`src/rtl/adc_rd_pkg.sv`:
```
// Package: shared constants and types of the ADC frame reader.
package adc_rd_pkg;
    localparam int OUT_W       = 12;  // width of the result word
    localparam int FRAME_LONG  = 16;  // serial clocks in a full frame
    localparam int FRAME_SHORT = 14;  // serial clocks in a shortened frame
    localparam int LEAD_ZEROS  = 2;   // zero bits ahead of the data field
    localparam int POS_W       = 5;   // width of a frame position (0..16)

    typedef enum logic {
        SEQ_IDLE   = 1'b0,
        SEQ_ACTIVE = 1'b1
    } seq_state_t;
endpackage

```
`src/rtl/adc_half_timer.sv`:
```
// Module: adc_half_timer
// Pulses tick once every max(div_half,1) system clocks while run is high.
// Assumes: the count restarts from zero on each rise of run.
module adc_half_timer #(
    parameter int DIV_W = 8
) (
    input  logic             clk,
    input  logic             rst_n,
    input  logic             run,
    input  logic [DIV_W-1:0] div_half,
    output logic             tick
);
    logic [DIV_W-1:0] hcnt;
    logic [DIV_W-1:0] limit;

    // Effective half period: a divider of zero behaves as one.
    always_comb limit = (div_half == '0) ? DIV_W'(1) : div_half;

    // End of the current half period.
    always_comb tick = run && (hcnt == limit - DIV_W'(1));

    // Count system clocks inside the half period; cleared when idle.
    always_ff @(posedge clk) begin
        if (!rst_n || !run) hcnt <= '0;
        else if (tick)      hcnt <= '0;
        else                hcnt <= hcnt + DIV_W'(1);
    end


    tick_gap_chk: assert property (@(posedge clk) disable iff (!rst_n)
        (tick && limit > DIV_W'(1)) |=> !tick);
endmodule

```
`src/rtl/adc_frame_seq.sv`:
```
// Module: adc_frame_seq
// Runs chip select and the serial clock for one frame, enforces the quiet gap
// and tells the capture stage when to sample and which frame position it sees.
// Assumes: tick comes from a half-period timer that runs while busy is high.
module adc_frame_seq
    import adc_rd_pkg::*;
#(
    parameter int QUIET_W = 8
) (
    input  logic               clk,
    input  logic               rst_n,
    input  logic               start,
    input  logic               short_frame,
    input  logic               rise_sample,
    input  logic [QUIET_W-1:0] quiet_cycles,
    input  logic               tick,
    output logic               busy,
    output logic               cs_n,
    output logic               sclk,
    output logic               smp_stb,
    output logic [POS_W-1:0]   smp_pos,
    output logic               frame_clr,
    output logic               frame_done
);
    seq_state_t         state;
    logic [POS_W-1:0]   fall_cnt;
    logic [POS_W-1:0]   frame_len;
    logic [QUIET_W-1:0] qcnt;
    logic               short_q;
    logic               rise_q;
    logic               accept;

    // Frame length chosen at acceptance.
    always_comb frame_len = short_q ? POS_W'(FRAME_SHORT) : POS_W'(FRAME_LONG);

    // A start is taken only in idle with the quiet gap served.
    always_comb accept = (state == SEQ_IDLE) && start && (qcnt >= quiet_cycles);

    // Decode of the current tick into a sample strobe or the end of the frame.
    always_comb begin
        smp_stb    = 1'b0;
        frame_done = 1'b0;
        smp_pos    = fall_cnt + POS_W'(1);
        if (state == SEQ_ACTIVE && tick) begin
            if (sclk)                       smp_stb    = !rise_q;
            else if (fall_cnt == frame_len) frame_done = 1'b1;
            else                            smp_stb    = rise_q;
        end
    end

    always_comb frame_clr = accept;
    always_comb busy      = (state == SEQ_ACTIVE);

    // Frame state, pins, edge counter and quiet counter.
    always_ff @(posedge clk) begin
        if (!rst_n) begin
            state    <= SEQ_IDLE;
            cs_n     <= 1'b1;
            sclk     <= 1'b1;
            fall_cnt <= '0;
            qcnt     <= '0;
            short_q  <= 1'b0;
            rise_q   <= 1'b0;
        end else if (state == SEQ_IDLE) begin
            if (qcnt != '1) qcnt <= qcnt + QUIET_W'(1);
            if (accept) begin
                state    <= SEQ_ACTIVE;
                cs_n     <= 1'b0;
                fall_cnt <= '0;
                short_q  <= short_frame;
                rise_q   <= rise_sample;
            end
        end else if (tick) begin
            if (sclk) begin
                sclk     <= 1'b0;
                fall_cnt <= fall_cnt + POS_W'(1);
            end else if (frame_done) begin
                state <= SEQ_IDLE;
                cs_n  <= 1'b1;
                sclk  <= 1'b1;
                qcnt  <= '0;
            end else begin
                sclk <= 1'b1;
            end
        end
    end


    sclk_idle_high_chk: assert property (@(posedge clk) disable iff (!rst_n)
        cs_n |-> sclk);

    no_early_release_chk: assert property (@(posedge clk) disable iff (!rst_n)
        $rose(cs_n) |-> ($past(fall_cnt) == $past(frame_len)));

    quiet_gate_chk: assert property (@(posedge clk) disable iff (!rst_n)
        $fell(cs_n) |-> ($past(qcnt) >= $past(quiet_cycles)));

    skip_first_on_rise_chk: assert property (@(posedge clk) disable iff (!rst_n)
        (smp_stb && rise_q) |-> (smp_pos != POS_W'(1)));
endmodule

```
`src/rtl/adc_bit_capture.sv`:
```
// Module: adc_bit_capture
// Shifts the data field of a frame into a word and ORs every other captured
// position into an error flag; publishes both with a one-cycle valid.
// Assumes: done never coincides with a sample strobe.
module adc_bit_capture
    import adc_rd_pkg::*;
#(
    parameter int RES_BITS = 12
) (
    input  logic             clk,
    input  logic             rst_n,
    input  logic             clr,
    input  logic             stb,
    input  logic [POS_W-1:0] pos,
    input  logic             sdin,
    input  logic             done,
    output logic [OUT_W-1:0] result,
    output logic             result_valid,
    output logic             frame_err
);
    localparam logic [POS_W-1:0] FIRST_D = POS_W'(LEAD_ZEROS + 1);
    localparam logic [POS_W-1:0] LAST_D  = POS_W'(LEAD_ZEROS + RES_BITS);

    logic [RES_BITS-1:0] shreg;
    logic [OUT_W-1:0]    ext;
    logic                err_acc;
    logic                in_data;

    // Whether the sampled position belongs to the data field.
    always_comb in_data = (pos >= FIRST_D) && (pos <= LAST_D);

    // Right-align the data word, zero above it.
    always_comb begin
        ext = '0;
        ext[RES_BITS-1:0] = shreg;
    end

    // Collect data bits and framing faults of the running frame.
    always_ff @(posedge clk) begin
        if (!rst_n || clr) begin
            shreg   <= '0;
            err_acc <= 1'b0;
        end else if (stb) begin
            if (in_data) shreg   <= {shreg[RES_BITS-2:0], sdin};
            else         err_acc <= err_acc | sdin;
        end
    end

    // Publish the finished frame.
    always_ff @(posedge clk) begin
        if (!rst_n) begin
            result       <= '0;
            result_valid <= 1'b0;
            frame_err    <= 1'b0;
        end else begin
            result_valid <= done;
            if (done) begin
                result    <= ext;
                frame_err <= err_acc;
            end
        end
    end


    valid_single_chk: assert property (@(posedge clk) disable iff (!rst_n)
        result_valid |=> !result_valid);

    err_stable_chk: assert property (@(posedge clk) disable iff (!rst_n)
        !done |=> $stable(frame_err));
endmodule

```
`src/rtl/adc_frame_reader.sv`:
```
// Module: adc_frame_reader
// Top of the ADC serial frame reader: half-period timer, frame sequencer and
// bit capture. Assumes RES_BITS is 12, 10 or 8 and the converter shifts data
// out on serial clock falling edges.
module adc_frame_reader
    import adc_rd_pkg::*;
#(
    parameter int RES_BITS = 12,
    parameter int DIV_W    = 8,
    parameter int QUIET_W  = 8
) (
    input  logic               clk,
    input  logic               rst_n,
    input  logic               start,
    input  logic               short_frame,
    input  logic               rise_sample,
    input  logic [DIV_W-1:0]   div_half,
    input  logic [QUIET_W-1:0] quiet_cycles,
    input  logic               sdata_in,
    output logic               cs_n,
    output logic               sclk,
    output logic               busy,
    output logic [11:0]        result,
    output logic               result_valid,
    output logic               frame_err
);
    logic             tick;
    logic             smp_stb;
    logic [POS_W-1:0] smp_pos;
    logic             frame_clr;
    logic             frame_done;

    adc_half_timer #(.DIV_W(DIV_W)) u_timer (
        .clk      (clk),
        .rst_n    (rst_n),
        .run      (busy),
        .div_half (div_half),
        .tick     (tick)
    );

    adc_frame_seq #(.QUIET_W(QUIET_W)) u_seq (
        .clk          (clk),
        .rst_n        (rst_n),
        .start        (start),
        .short_frame  (short_frame),
        .rise_sample  (rise_sample),
        .quiet_cycles (quiet_cycles),
        .tick         (tick),
        .busy         (busy),
        .cs_n         (cs_n),
        .sclk         (sclk),
        .smp_stb      (smp_stb),
        .smp_pos      (smp_pos),
        .frame_clr    (frame_clr),
        .frame_done   (frame_done)
    );

    adc_bit_capture #(.RES_BITS(RES_BITS)) u_cap (
        .clk          (clk),
        .rst_n        (rst_n),
        .clr          (frame_clr),
        .stb          (smp_stb),
        .pos          (smp_pos),
        .sdin         (sdata_in),
        .done         (frame_done),
        .result       (result),
        .result_valid (result_valid),
        .frame_err    (frame_err)
    );


    idle_pins_chk: assert property (@(posedge clk) disable iff (!rst_n)
        !busy |-> (cs_n && sclk));
endmodule

```
`config.mk`:
```
export PLATFORM = sky130hd
export DESIGN_NAME = adc_frame_reader
export DESIGN_NICKNAME = d
export VERILOG_FILES = /design/src/rtl/adc_rd_pkg.sv /design/src/rtl/adc_half_timer.sv /design/src/rtl/adc_frame_seq.sv /design/src/rtl/adc_bit_capture.sv /design/src/rtl/adc_frame_reader.sv
export SDC_FILE = /design/constraint.sdc
export NUM_CORES = 1
export LEC_CHECK = 0
export BUFFER_PORTS_ARGS = -buffer_cell sky130_fd_sc_hd__buf_4
export CAP_MARGIN = 20
export CORE_MARGIN = 5
export CORE_UTILIZATION = 45
export CTS_CLUSTER_SIZE = 25
export DETAILED_ROUTE_END_ITERATION = 8
export PLACE_DENSITY_LB_ADDON = 0.25
export SLEW_MARGIN = 15
export SYNTH_ARGS = -nofsm -noshare
export SYNTH_HDL_FRONTEND = slang
export SYNTH_SLANG_ARGS = --single-unit
```
`constraint.sdc`:
```
create_clock -name clk -period 2.95 [get_ports clk]
set_input_delay 0.295 -clock clk [delete_from_list [all_inputs] [get_ports clk]]
set_output_delay 0.295 -clock clk [all_outputs]
set_load 0.05 [all_outputs]
```
* Word level (Yosys, flattened, before mapping)
Cells that the tools add are included.
W data, S select, Z words.
** Storage, ports and cells
- Bits of input ports :: 22
- Word-level logic and storage cells :: 79
- Output and inout bits :: 17
- Bits in registers :: 53
** Operators by class
- Equality and inequality tests :: 7
- Mux-type cells :: 28
- Bitwise logic cells :: 3
- Add/sub/neg operators :: 4
- Magnitude comparators :: 3
- Reductions and logical operators :: 21
** Operators with widths (number)
- $mux W8 :: 6
- $mux W5 :: 5
- $mux W1 :: 17
- $add A8 B1 Y8 const B :: 2
- $eq A8 B8 Y1 :: 1
- $ge A8 B8 Y1 :: 1
- $logic_not A8 Y1 :: 1
- $ne A8 B8 Y1 const B :: 1
- $reduce_and A2 Y1 :: 4
- $reduce_and A4 Y1 :: 2
- $sub A8 B1 Y8 const B :: 1
- $ne A2 B1 Y1 const B :: 3
- $add A5 B1 Y5 const B :: 1
- $eq A5 B5 Y1 :: 1
- $ge A5 B2 Y1 const B :: 1
- $le A5 B4 Y1 const B :: 1
- $logic_and A1 B1 Y1 :: 5
- $reduce_bool A2 Y1 :: 2
- $logic_not A1 Y1 :: 3
- $reduce_and A3 Y1 :: 1
- $logic_or A1 B1 Y1 :: 2
- $ne A2 B2 Y1 const B :: 1
- $not A1 Y1 :: 2
- $reduce_or A2 Y1 :: 1
- $or A1 B1 Y1 :: 1

* Longest topological paths before layout
Gate-level depths: netlist of run 1.
- Depth in word-level cells :: 11
- Gate-level depth with buffers :: 12
- Depth with buffers taken out :: 11

* Hierarchy
Synthesis of run 1 repeated with hierarchy kept, for this count alone.
** Second synthesis, totals
- Cells, all modules :: 288
- Area, all modules :: 2735.1 µm²
** Modules (own cells, without submodules)
- adc_frame_seq :: instances 1, cells each 125, seq. area each 360.3 µm², area an instance 1092.3 µm²
- adc_bit_capture :: instances 1, cells each 90, seq. area each 540.5 µm², area an instance 1024.7 µm²
- adc_half_timer :: instances 1, cells each 73, seq. area each 160.2 µm², area an instance 618.1 µm²

* Worst setup path before layout of run 1
Ideal clock, no wire load.
- Path type :: in2reg
- Start :: input port div_half[5]
- End :: register u_seq.qcnt[6]
- Required time :: 2.879 ns
- Buffers on the path :: 1
- Stages on the path :: 12
- Arrival time :: 2.574 ns
- Library setup time :: 0.071 ns
- Path slack :: 0.305 ns
- Path through :: nor2_1 > nand3_1 > o31a_1 > ha_1 > xnor2_1 > a21oi_1 > o21ai_0 > nor4b_4 > a31oi_2 > buf_2 > or3_1 > a21oi_1
** On the way
- Cells in the longest elaborated chain, start to end :: 9
- Elaborated cells between the ends (all ways) :: 10
- Classes of those cells :: add/sub: 1; eq/ne: 3; mux: 2; reduce/logical: 4
** RTL lines
- start: declaration :: RTL line adc_frame_reader.sv:17 : input logic [DIV_W-1:0] div_half,
- $logic_not A8 Y1 :: RTL line adc_half_timer.sv:17 : always_comb limit = (div_half == '0) ? DIV_W'(1) : div_half;
- $mux W8 * :: RTL line adc_half_timer.sv:17
- $sub A8 B1 Y8 * :: RTL line adc_half_timer.sv:20 : always_comb tick = run && (hcnt == limit - DIV_W'(1));
- $eq A8 B8 Y1 * :: RTL line adc_half_timer.sv:20
- $logic_and A1 B1 Y1 * :: RTL line adc_half_timer.sv:20
- $logic_and A1 B1 Y1 :: RTL line adc_frame_seq.sv:44 : if (state == SEQ_ACTIVE && tick) begin
- $mux W1 :: RTL line adc_frame_seq.sv:44
- $ne A2 B1 Y1 (no source line)
- $reduce_and A4 Y1 (no source line) *
- end signal: assignment :: RTL line adc_frame_seq.sv:65 : if (qcnt != '1) qcnt <= qcnt + QUIET_W'(1);
- end: declaration :: RTL line adc_frame_seq.sv:28 : logic [QUIET_W-1:0] qcnt;
Mark *: on every way between the ends. The rest lies on a longest branch, timed or not.
A chain may end at the register's enable or synchronous reset.

* Worst setup path in the final report of run 1
- Start :: input port div_half[5]
- End :: register u_seq.qcnt[3]
Same word-level chain as after synthesis.

==> results of run 1 <==
where the power goes:
| group | switching (mW) | total [mW] | leakage (nW) | internal, mW |
|---|---|---|---|---|
| clock network | 0.238 | 0.407 | 0.0481 | 0.169 |
| logic | 0.0487 | 0.0925 | 1.01 | 0.0438 |
| registers | 0.00439 | 0.723 | 0.427 | 0.719 |
| total | 0.291 | 1.22 | 1.49 | 0.931 |
area by class of cell:
type	count	area [sq um]	area share
Timing Repair Buffer	45	338	0.106
Sequential cell	53	1060	0.332
Clock buffer	5	68.8	0.0216
Clock inverter	3	22.5	0.00706
Multi-Input combinational cell	224	1540	0.481
Tap cell	75	93.8	0.0294
Inverter	19	71.3	0.0223
kinds of logic (layout without fill, tap and decap cells):
kind of cell / Yosys count / in the layout / share of synthesized area
compound gates: 47 / 47 / 0.117
buf+inv: 30 / 72 / 0.0429
flops: 53 / 53 / 0.391
xor+xnor: 16 / 16 / 0.0516
fa+ha+maj: 14 / 14 / 0.0645
mux: 28 / 28 / 0.103
simple gates: 119 / 119 / 0.230
routing by layer:
layer | share of wire | wire, um
met5 | 0 | 0
met4 | 0.015 | 80
met3 | 0.040 | 215
met2 | 0.47 | 2530
met1 | 0.48 | 2560
synth_stat cells (all sizes together), types with 3 or more instances:
master	count
a21oi	13
and3	6
buf	3
clkbuf	8
dfxtp	53
ha	14
inv	19
mux2i	28
nand2	13
nand3	13
nand3b	4
nand4	7
nor2	48
nor2b	3
nor3	4
nor4	3
o21a	3
o21ai	10
or3	6
xnor2	6
xor2	10
worst min-delay path: stages:
cell and delay [ns]:
buf_4 0.08, mux2i_1 0.05, nor2_1 0.07
flip-flops by register name, summed over array words and instances (netlist names):
| signal | count |
|---|---|
| u_cap.err_acc | 1 |
| u_cap.ext | 12 |
| u_cap.frame_err | 1 |
| u_cap.result | 12 |
| u_cap.result_valid | 1 |
| u_seq.busy | 1 |
| u_seq.cs_n | 1 |
| u_seq.fall_cnt | 5 |
| u_seq.qcnt | 8 |
| u_seq.rise_q | 1 |
| u_seq.sclk | 1 |
| u_seq.short_q | 1 |
| u_timer.hcnt | 8 |
how the worst max path moves through the flow:
stage,startpoint,end,slack (ns),cells after the start
after global routing,div_half[5],u_seq.qcnt[3]$_SDFFE_PN0P_,0.04,13
after floorplan,div_half[5],u_seq.qcnt[6]$_SDFFE_PN0P_,0.30,12
final,div_half[5],u_seq.qcnt[3]$_SDFFE_PN0P_,0.26,13
after global placement,div_half[5],u_seq.qcnt[4]$_SDFFE_PN0P_,0.04,13
after detailed placement,div_half[5],u_seq.qcnt[3]$_SDFFE_PN0P_,-0.04,13
after CTS,div_half[5],u_seq.qcnt[3]$_SDFFE_PN0P_,0.27,13
per-stage QoR:
step	power, mW	TNS, ns	worst slack (ns)	instance area [sq um]	std cells
global placement	0.831	0	0.0419	3100	416
detailed placement	0.834	-0.116	-0.0447	3100	416
finish	1.22	0	0.258	3190	424
CTS	1.24	0	0.272	3190	424
global route	1.28	0	0.0441	3190	424
floorplan	0.791	0	0.305	2710	307
==> out/metrics.yaml, run 1 <==
worstPathCellList: "buf_4, nor2_1, nand3_1, o31a_1, ha_1, xnor2_1, a21oi_1, o21ai_0, nor4b_4, a31oi_2, buf_4, or3_1, a21oi_1"
synth.top_cell.area_share: 0.391
synth_fp_nets: 343
synth.top_cells.by_area: "dfxtp_1, mux2i_1, nor2_1, ha_1, xor2_1"
synth_edf_count: 0
cts_buffers: 5
vias: 2250
reg2regPathDepth: 8
avgSynthCellArea_sq_um: 8.84
grt.total_usage: 0.146
fin_nets: 384
holdPathEnd: "u_seq.short_q$_SDFFE_PN0P_"
place.gp.congestion: 0.893
yosysTopAreaCell: "dfxtp_1"
core-area_sq_um: 5890
synth.distinct_cells: 46
seq_area_frac_synth: 0.391
postCtsSetupRepairBufs: 0
cts_tree: "built"
r2r-start: "u_seq.fall_cnt[1]$_SDFFE_PN0P_"
critPathRequiredTime_ns: 3.19
path_delay_family: "simple AND/OR/NAND/NOR gates"
cts_root_buf: "clkbuf_8"
hold_depth: 3
drive_gt1_frac: 0.175
place.port_buffers: 38
tightest_slew_ns: 0.629
drc: 0
synth-warning-count: 0
cp.arrival_ns: 2.93
detail_route.wl_per_cell_um: 12.7
cts_buffer_depth: 2
status: "finished clean"
ios: 39
setup_viol: 0
cp_max_fo: 7
worst-path-buf-inv: 2
drt-pass1-iter-count: 4
synth_ff_type: "dfxtp_1"
n_fill_cell: 570
die_width_um: 87.7
rsz0062_at_grt: "no"
top_usage_layer: "met2"
final_cell_mix: "dfxtp_1, nor2_1, buf_4"
syn_inst: 307
grt_start_max_net_pins: 21
use_met2: 0.256
grt_antenna_before_repair: 0
maxSlewHeadroom: 0.580
ctsResizeCount: 0
skew_ns: 0.00957
initial_core_util: 0.461
cpMaxStageDelayCell: "nor4b_4"
layout_commonest_cell: "dfxtp_1"
hp-class: "in2reg"
max_stage_delay_ns: 0.41
min_from: "short_frame"
fmax_mhz: 371
cts_sinks: 53
gr-total-overflow: 0
path_class: "in2reg"
startpoint_type: "input pin"
syn_area_sq_um: 2710
hold_ws_ns: 0.225
cts.htree.levels: 2
finalCritPeriodShare: 0.913
grt_pass1_vias: 2125
area_growth_pct: 17.6
drt_iter0_drc: 83
crit_path_end_kind: "register"
die-height_um: 87.7
vias_per_cell: 5.31
maxCapViolations: 0
drv_slew: 0
vdd_drop_max_mv: 0.203
dp_hpwl_mm: 4.08
layout_min_cycle_time_ns: 2.69
dieArea_sq_um: 7680
hold_buffers: 0
gr-usage-met3: 0.0320
grt_pass1_wl_mm: 9.16
core.rowCount: 28
wirelength_mm: 5.39
met1_usage: 0.179
n_antenna_cell: 0
power_leakage_nw: 1.49
fin_util: 0.542
path_clk_slew_ns: 0.10
async_flop_share: 0
synth_seq_cells: 53
clk_latency_ns: 0.30
final_antenna_net_count: 0
rr_endpoint: "u_seq.qcnt[3]$_SDFFE_PN0P_"
p_per_area_nw_per_um2: 383
hold_viol_final: 0
reg2reg_slack_ns: 0.63
Note: power is estimated with default switching activity, not from simulation.
==> inputs of run 2 (changes only) <==
--- a/config.mk
+++ b/config.mk
@@ -9,6 +9,7 @@
 export CAP_MARGIN = 20
 export CORE_MARGIN = 5
 export CORE_UTILIZATION = 45
+export CTS_BUF_LIST = sky130_fd_sc_hd__clkbuf_2
 export CTS_CLUSTER_SIZE = 25
 export DETAILED_ROUTE_END_ITERATION = 8
 export PLACE_DENSITY_LB_ADDON = 0.25
==> out/metrics.yaml, run 2 (same netlist as run 1, synthesis figures left out) <==
status: "finished clean"
cp.arrival_ns: 2.94
rsz0062_at_grt: "no"
cp_max_fo: 7
vdd_drop_max_mv: 0.201
fmax_mhz: 394
fin_nets: 384
startpoint_type: "input pin"
grt_antenna_before_repair: 0
cp.depth: 13
dieArea_sq_um: 7680
die-height_um: 87.7
finalCritPeriodShare: 0.860
vias_per_cell: 5.31
power_leakage_nw: 1.47
final_antenna_net_count: 0
fin_util: 0.535
place.port_buffers: 38
tightest_slew_ns: 0.625
hold_buffers: 0
path_delay_family: "simple AND/OR/NAND/NOR gates"
hp-class: "in2reg"
p_per_area_nw_per_um2: 353
layout_setup_ws_ns: 0.412
cts.htree.levels: 2
drive_gt1_frac: 0.175
postCtsSetupRepairBufs: 0
grt.total_usage: 0.146
critPathRequiredTime_ns: 3.35
finalSetupTns_ns: 0
detail_route.wl_per_cell_um: 12.7
wirelength_mm: 5.37
ios: 39
core-area_sq_um: 5890
grt_pass1_vias: 2125
cts_tree: "built"
clk_latency_ns: 0.43
multiInputGateArea_sq_um: 1540
initial_core_util: 0.461
drc: 0
hold_depth: 3
worstPathCellList: "buf_4, nor2_1, nand3_1, o31a_1, ha_1, xnor2_1, a21oi_1, o21ai_0, nor4b_4, a31oi_2, buf_4, or3_1, a21oi_1"
max_stage_delay_ns: 0.41
setup_viol: 0
place.gp.congestion: 0.893
drt_iter0_drc: 85
post-place-ws_ns: -0.0447
reg2regPathDepth: 8
vias: 2251
crit_path_end_kind: "register"
skew_ns: 0.0270
cts_buffers: 5
dp_hpwl_mm: 4.08
final_cell_mix: "dfxtp_1, nor2_1, buf_4"
grt_pass1_wl_mm: 9.16
cts_sinks: 53
cts_root_buf: "clkbuf_2"
area_growth_pct: 16.0
core.rowCount: 28
die_width_um: 87.7
grt_start_max_net_pins: 21
drt-pass1-iter-count: 5
maxCapViolations: 0
layout_min_cycle_time_ns: 2.54
hold_viol_final: 0
path_class: "in2reg"
layout_commonest_cell: "dfxtp_1"
n_antenna_cell: 0
cts_buffer_depth: 2
cpMaxStageDelayCell: "nor4b_4"
seqCellArea_sq_um: 1060
gr-total-overflow: 0
n_fill_cell: 576
path_clk_slew_ns: 0.28
worst-path-buf-inv: 2
maxSlewHeadroom: 0.583
drv_slew: 0
ctsResizeCount: 0
[run 2: cell counts in the layout (fill, tap and decap cells not counted)]
No cell type changed its count.
[run 2: area by class of cell]
cell class	instances	area share
clock buffer	5	0.00795
clock inverter	3	0.00715
inverter	19	0.0227
multi-input combinational	224	0.488
sequential	53	0.337
tap	75	0.0298
timing repair buffer	45	0.107
[run 2: worst reg2reg max path: stages (launching register included)]
cell and delay (ns):
dfxtp_1 0.42, or4b_1 0.51, o22ai_1 0.20, nand2_1 0.12, nor3_1 0.23, a31oi_2 0.15
buf_4 0.20, or3_1 0.34, a21oi_1 0.14
[run 2: metrics by stage]
stage,cell area [sq um],cells,power [mW],hold WS (ns)
6_report,3150,424,1.11,0.0845
5_1_grt,3150,424,1.17,0.0627
4_1_cts,3150,424,1.13,0.0520
3_5_place_dp,3100,416,0.834,0.444
3_3_place_gp,3100,416,0.831,0.436
2_1_floorplan,2710,307,0.791,0.425
[run 2: final timing paths]
path | from | slack (ns) | endpoint
setup / recovery | div_half[5] | 0.41 | u_seq.qcnt[3]$_SDFFE_PN0P_
hold / removal | short_frame | 0.08 | u_seq.short_q$_SDFFE_PN0P_
setup reg to reg | u_seq.fall_cnt[1]$_SDFFE_PN0P_ | 0.62 | u_seq.qcnt[3]$_SDFFE_PN0P_
hold reg to reg | u_cap.err_acc$_SDFFE_PP0P_ | 0.48 | u_cap.err_acc$_SDFFE_PP0P_
[run 2: report_power, final]
group / total [mW] / internal (mW) / leakage (nW) / switching, mW
sequential: 0.727 / 0.723 / 0.427 / 0.00439
combinational: 0.0925 / 0.0438 / 1.01 / 0.0487
clock: 0.292 / 0.0609 / 0.0329 / 0.231
total: 1.11 / 0.827 / 1.47 / 0.284
[run 2: per-layer routing]
layer  global-route usage  up-vias  wire (um)
met5                    0        -          0
met4               0.0460        0         81
met3               0.0292       10        210
met2                0.255       34       2520
met1                0.179     1048       2560
li1                     -     1159          -
==> inputs of run 3 (changes only) <==
--- a/config.mk
+++ b/config.mk
@@ -5,13 +5,13 @@
 export SDC_FILE = /design/constraint.sdc
 export NUM_CORES = 1
 export LEC_CHECK = 0
-export BUFFER_PORTS_ARGS = -buffer_cell sky130_fd_sc_hd__buf_4
 export CAP_MARGIN = 20
 export CORE_MARGIN = 5
 export CORE_UTILIZATION = 45
 export CTS_BUF_LIST = sky130_fd_sc_hd__clkbuf_2
 export CTS_CLUSTER_SIZE = 25
 export DETAILED_ROUTE_END_ITERATION = 8
+export DONT_BUFFER_PORTS = 1
 export PLACE_DENSITY_LB_ADDON = 0.25
 export SLEW_MARGIN = 15
 export SYNTH_ARGS = -nofsm -noshare
==> out/metrics.yaml, run 3 (same netlist as run 1, synthesis figures left out) <==
power_leakage_nw: 1.33
detail_route.wl_per_cell_um: 13.7
path_class: "reg2reg"
setup_viol: 0
dp_hpwl_mm: 4.10
cp_max_fo: 8
place.port_buffers: 0
place.gp.congestion: 0.889
path_clk_slew_ns: 0.27
cts_root_buf: "clkbuf_2"
power_mw: 1.17
n_fill_cell: 575
dieArea_sq_um: 7680
drc: 0
ctsResizeCount: 0
max_stage_delay_ns: 0.51
seqCellArea_sq_um: 1060
tightest_slew_ns: 0.630
initial_core_util: 0.461
fin_util: 0.503
post-place-ws_ns: 0.0849
cts_tree: "built"
hold_viol_final: 0
p_per_area_nw_per_um2: 395
cp.arrival_ns: 2.83
grt.total_usage: 0.155
postCtsSetupRepairBufs: 0
postPlaceCellArea_sq_um: 2850
multiInputGateArea_sq_um: 1540
rsz0062_at_grt: "no"
wirelength_mm: 5.42
finalSetupTns_ns: 0
layout_min_cycle_time_ns: 2.43
layout_setup_ws_ns: 0.521
dp_cells: 383
core-area_sq_um: 5890
fmax_mhz: 412
core.rowCount: 28
final_antenna_net_count: 0
ios: 39
cts_buffers: 5
critPathRequiredTime_ns: 3.35
maxCapViolations: 0
status: "finished clean"
grt_antenna_before_repair: 0
die-height_um: 87.7
worstPathCellList: "or4b_1, o22ai_1, nand2_1, nor3_1, a31oi_2, buf_4, or3_1, a21oi_1"
die_width_um: 87.7
gr-total-overflow: 0
clk_latency_ns: 0.44
area_growth_pct: 9.13
worst-path-buf-inv: 1
final_cell_area_sq_um: 2960
n_antenna_cell: 0
skew_ns: 0.0312
final_cells: 395
vias: 2096
hp-class: "in2reg"
vias_per_cell: 5.31
maxSlewHeadroom: 0.580
grt_start_max_net_pins: 21
cpMaxStageDelayCell: "or4b_1"
drive_gt1_frac: 0.0875
final_cell_mix: "dfxtp_1, nor2_1, mux2i_1"
hold_buffers: 4
crit_path_end_kind: "register"
path_delay_family: "simple AND/OR/NAND/NOR gates"
startpoint_type: "register"
cts_sinks: 53
drt_iter0_drc: 92
vdd_drop_max_mv: 0.249
drt-pass1-iter-count: 4
cts_buffer_depth: 2
cts.htree.levels: 2
r2r-start: "u_seq.fall_cnt[1]$_SDFFE_PN0P_"
fin_nets: 355
min_from: "rst_n"
grt_pass1_vias: 2032
finalCritPeriodShare: 0.824
grt_pass1_wl_mm: 9.52
hold_ws_ns: 0.0941
layout_commonest_cell: "dfxtp_1"
critPathLaunch: "u_seq.fall_cnt[1]$_SDFFE_PN0P_"
drv_slew: 0
==> run 3: cell count changes in the layout (fill, tap and decap cells not counted) <==
cell           change
clkbuf_2           +1
clkinv_4           -1
clkinv_2           -1
dlygate4sd3_1      +4
buf_4             -33
bufinv_16          +1
==> run 3: path summary, 6_finish.rpt <==
check                                     to  slack [ns]  depth (start not counted)
setup / recovery  u_seq.qcnt[4]$_SDFFE_PN0P_        0.52                          8
hold / removal    u_seq.qcnt[5]$_SDFFE_PN0P_        0.09                          2
setup reg to reg  u_seq.qcnt[4]$_SDFFE_PN0P_        0.52                          8
hold reg to reg   u_cap.err_acc$_SDFFE_PP0P_        0.47                          2
==> run 3: layout make-up <==
cell class | instances | share of cell area
multi-input combinational | 224 | 0.519
tap | 75 | 0.0317
timing repair buffer | 16 | 0.0439
sequential | 53 | 0.358
inverter | 19 | 0.0241
clock inverter | 2 | 0.0131
clock buffer | 6 | 0.0101
==> run 3: layer usage <==
metal | track usage | vias to the layer above | wire, um
li1 | - | 1100 | -
met1 | 0.201 | 950 | 2570
met2 | 0.245 | 35 | 2480
met3 | 0.0480 | 11 | 270
met4 | 0.0488 | 0 | 97
met5 | 0 | - | 0
==> run 3: power breakdown <==
| group | internal (mW) | leakage [nW] | switching [mW] |
|---|---|---|---|
| Clock | 0.148 | 0.0432 | 0.225 |
| Sequential | 0.722 | 0.427 | 0.00451 |
| Combinational | 0.0306 | 0.859 | 0.0394 |
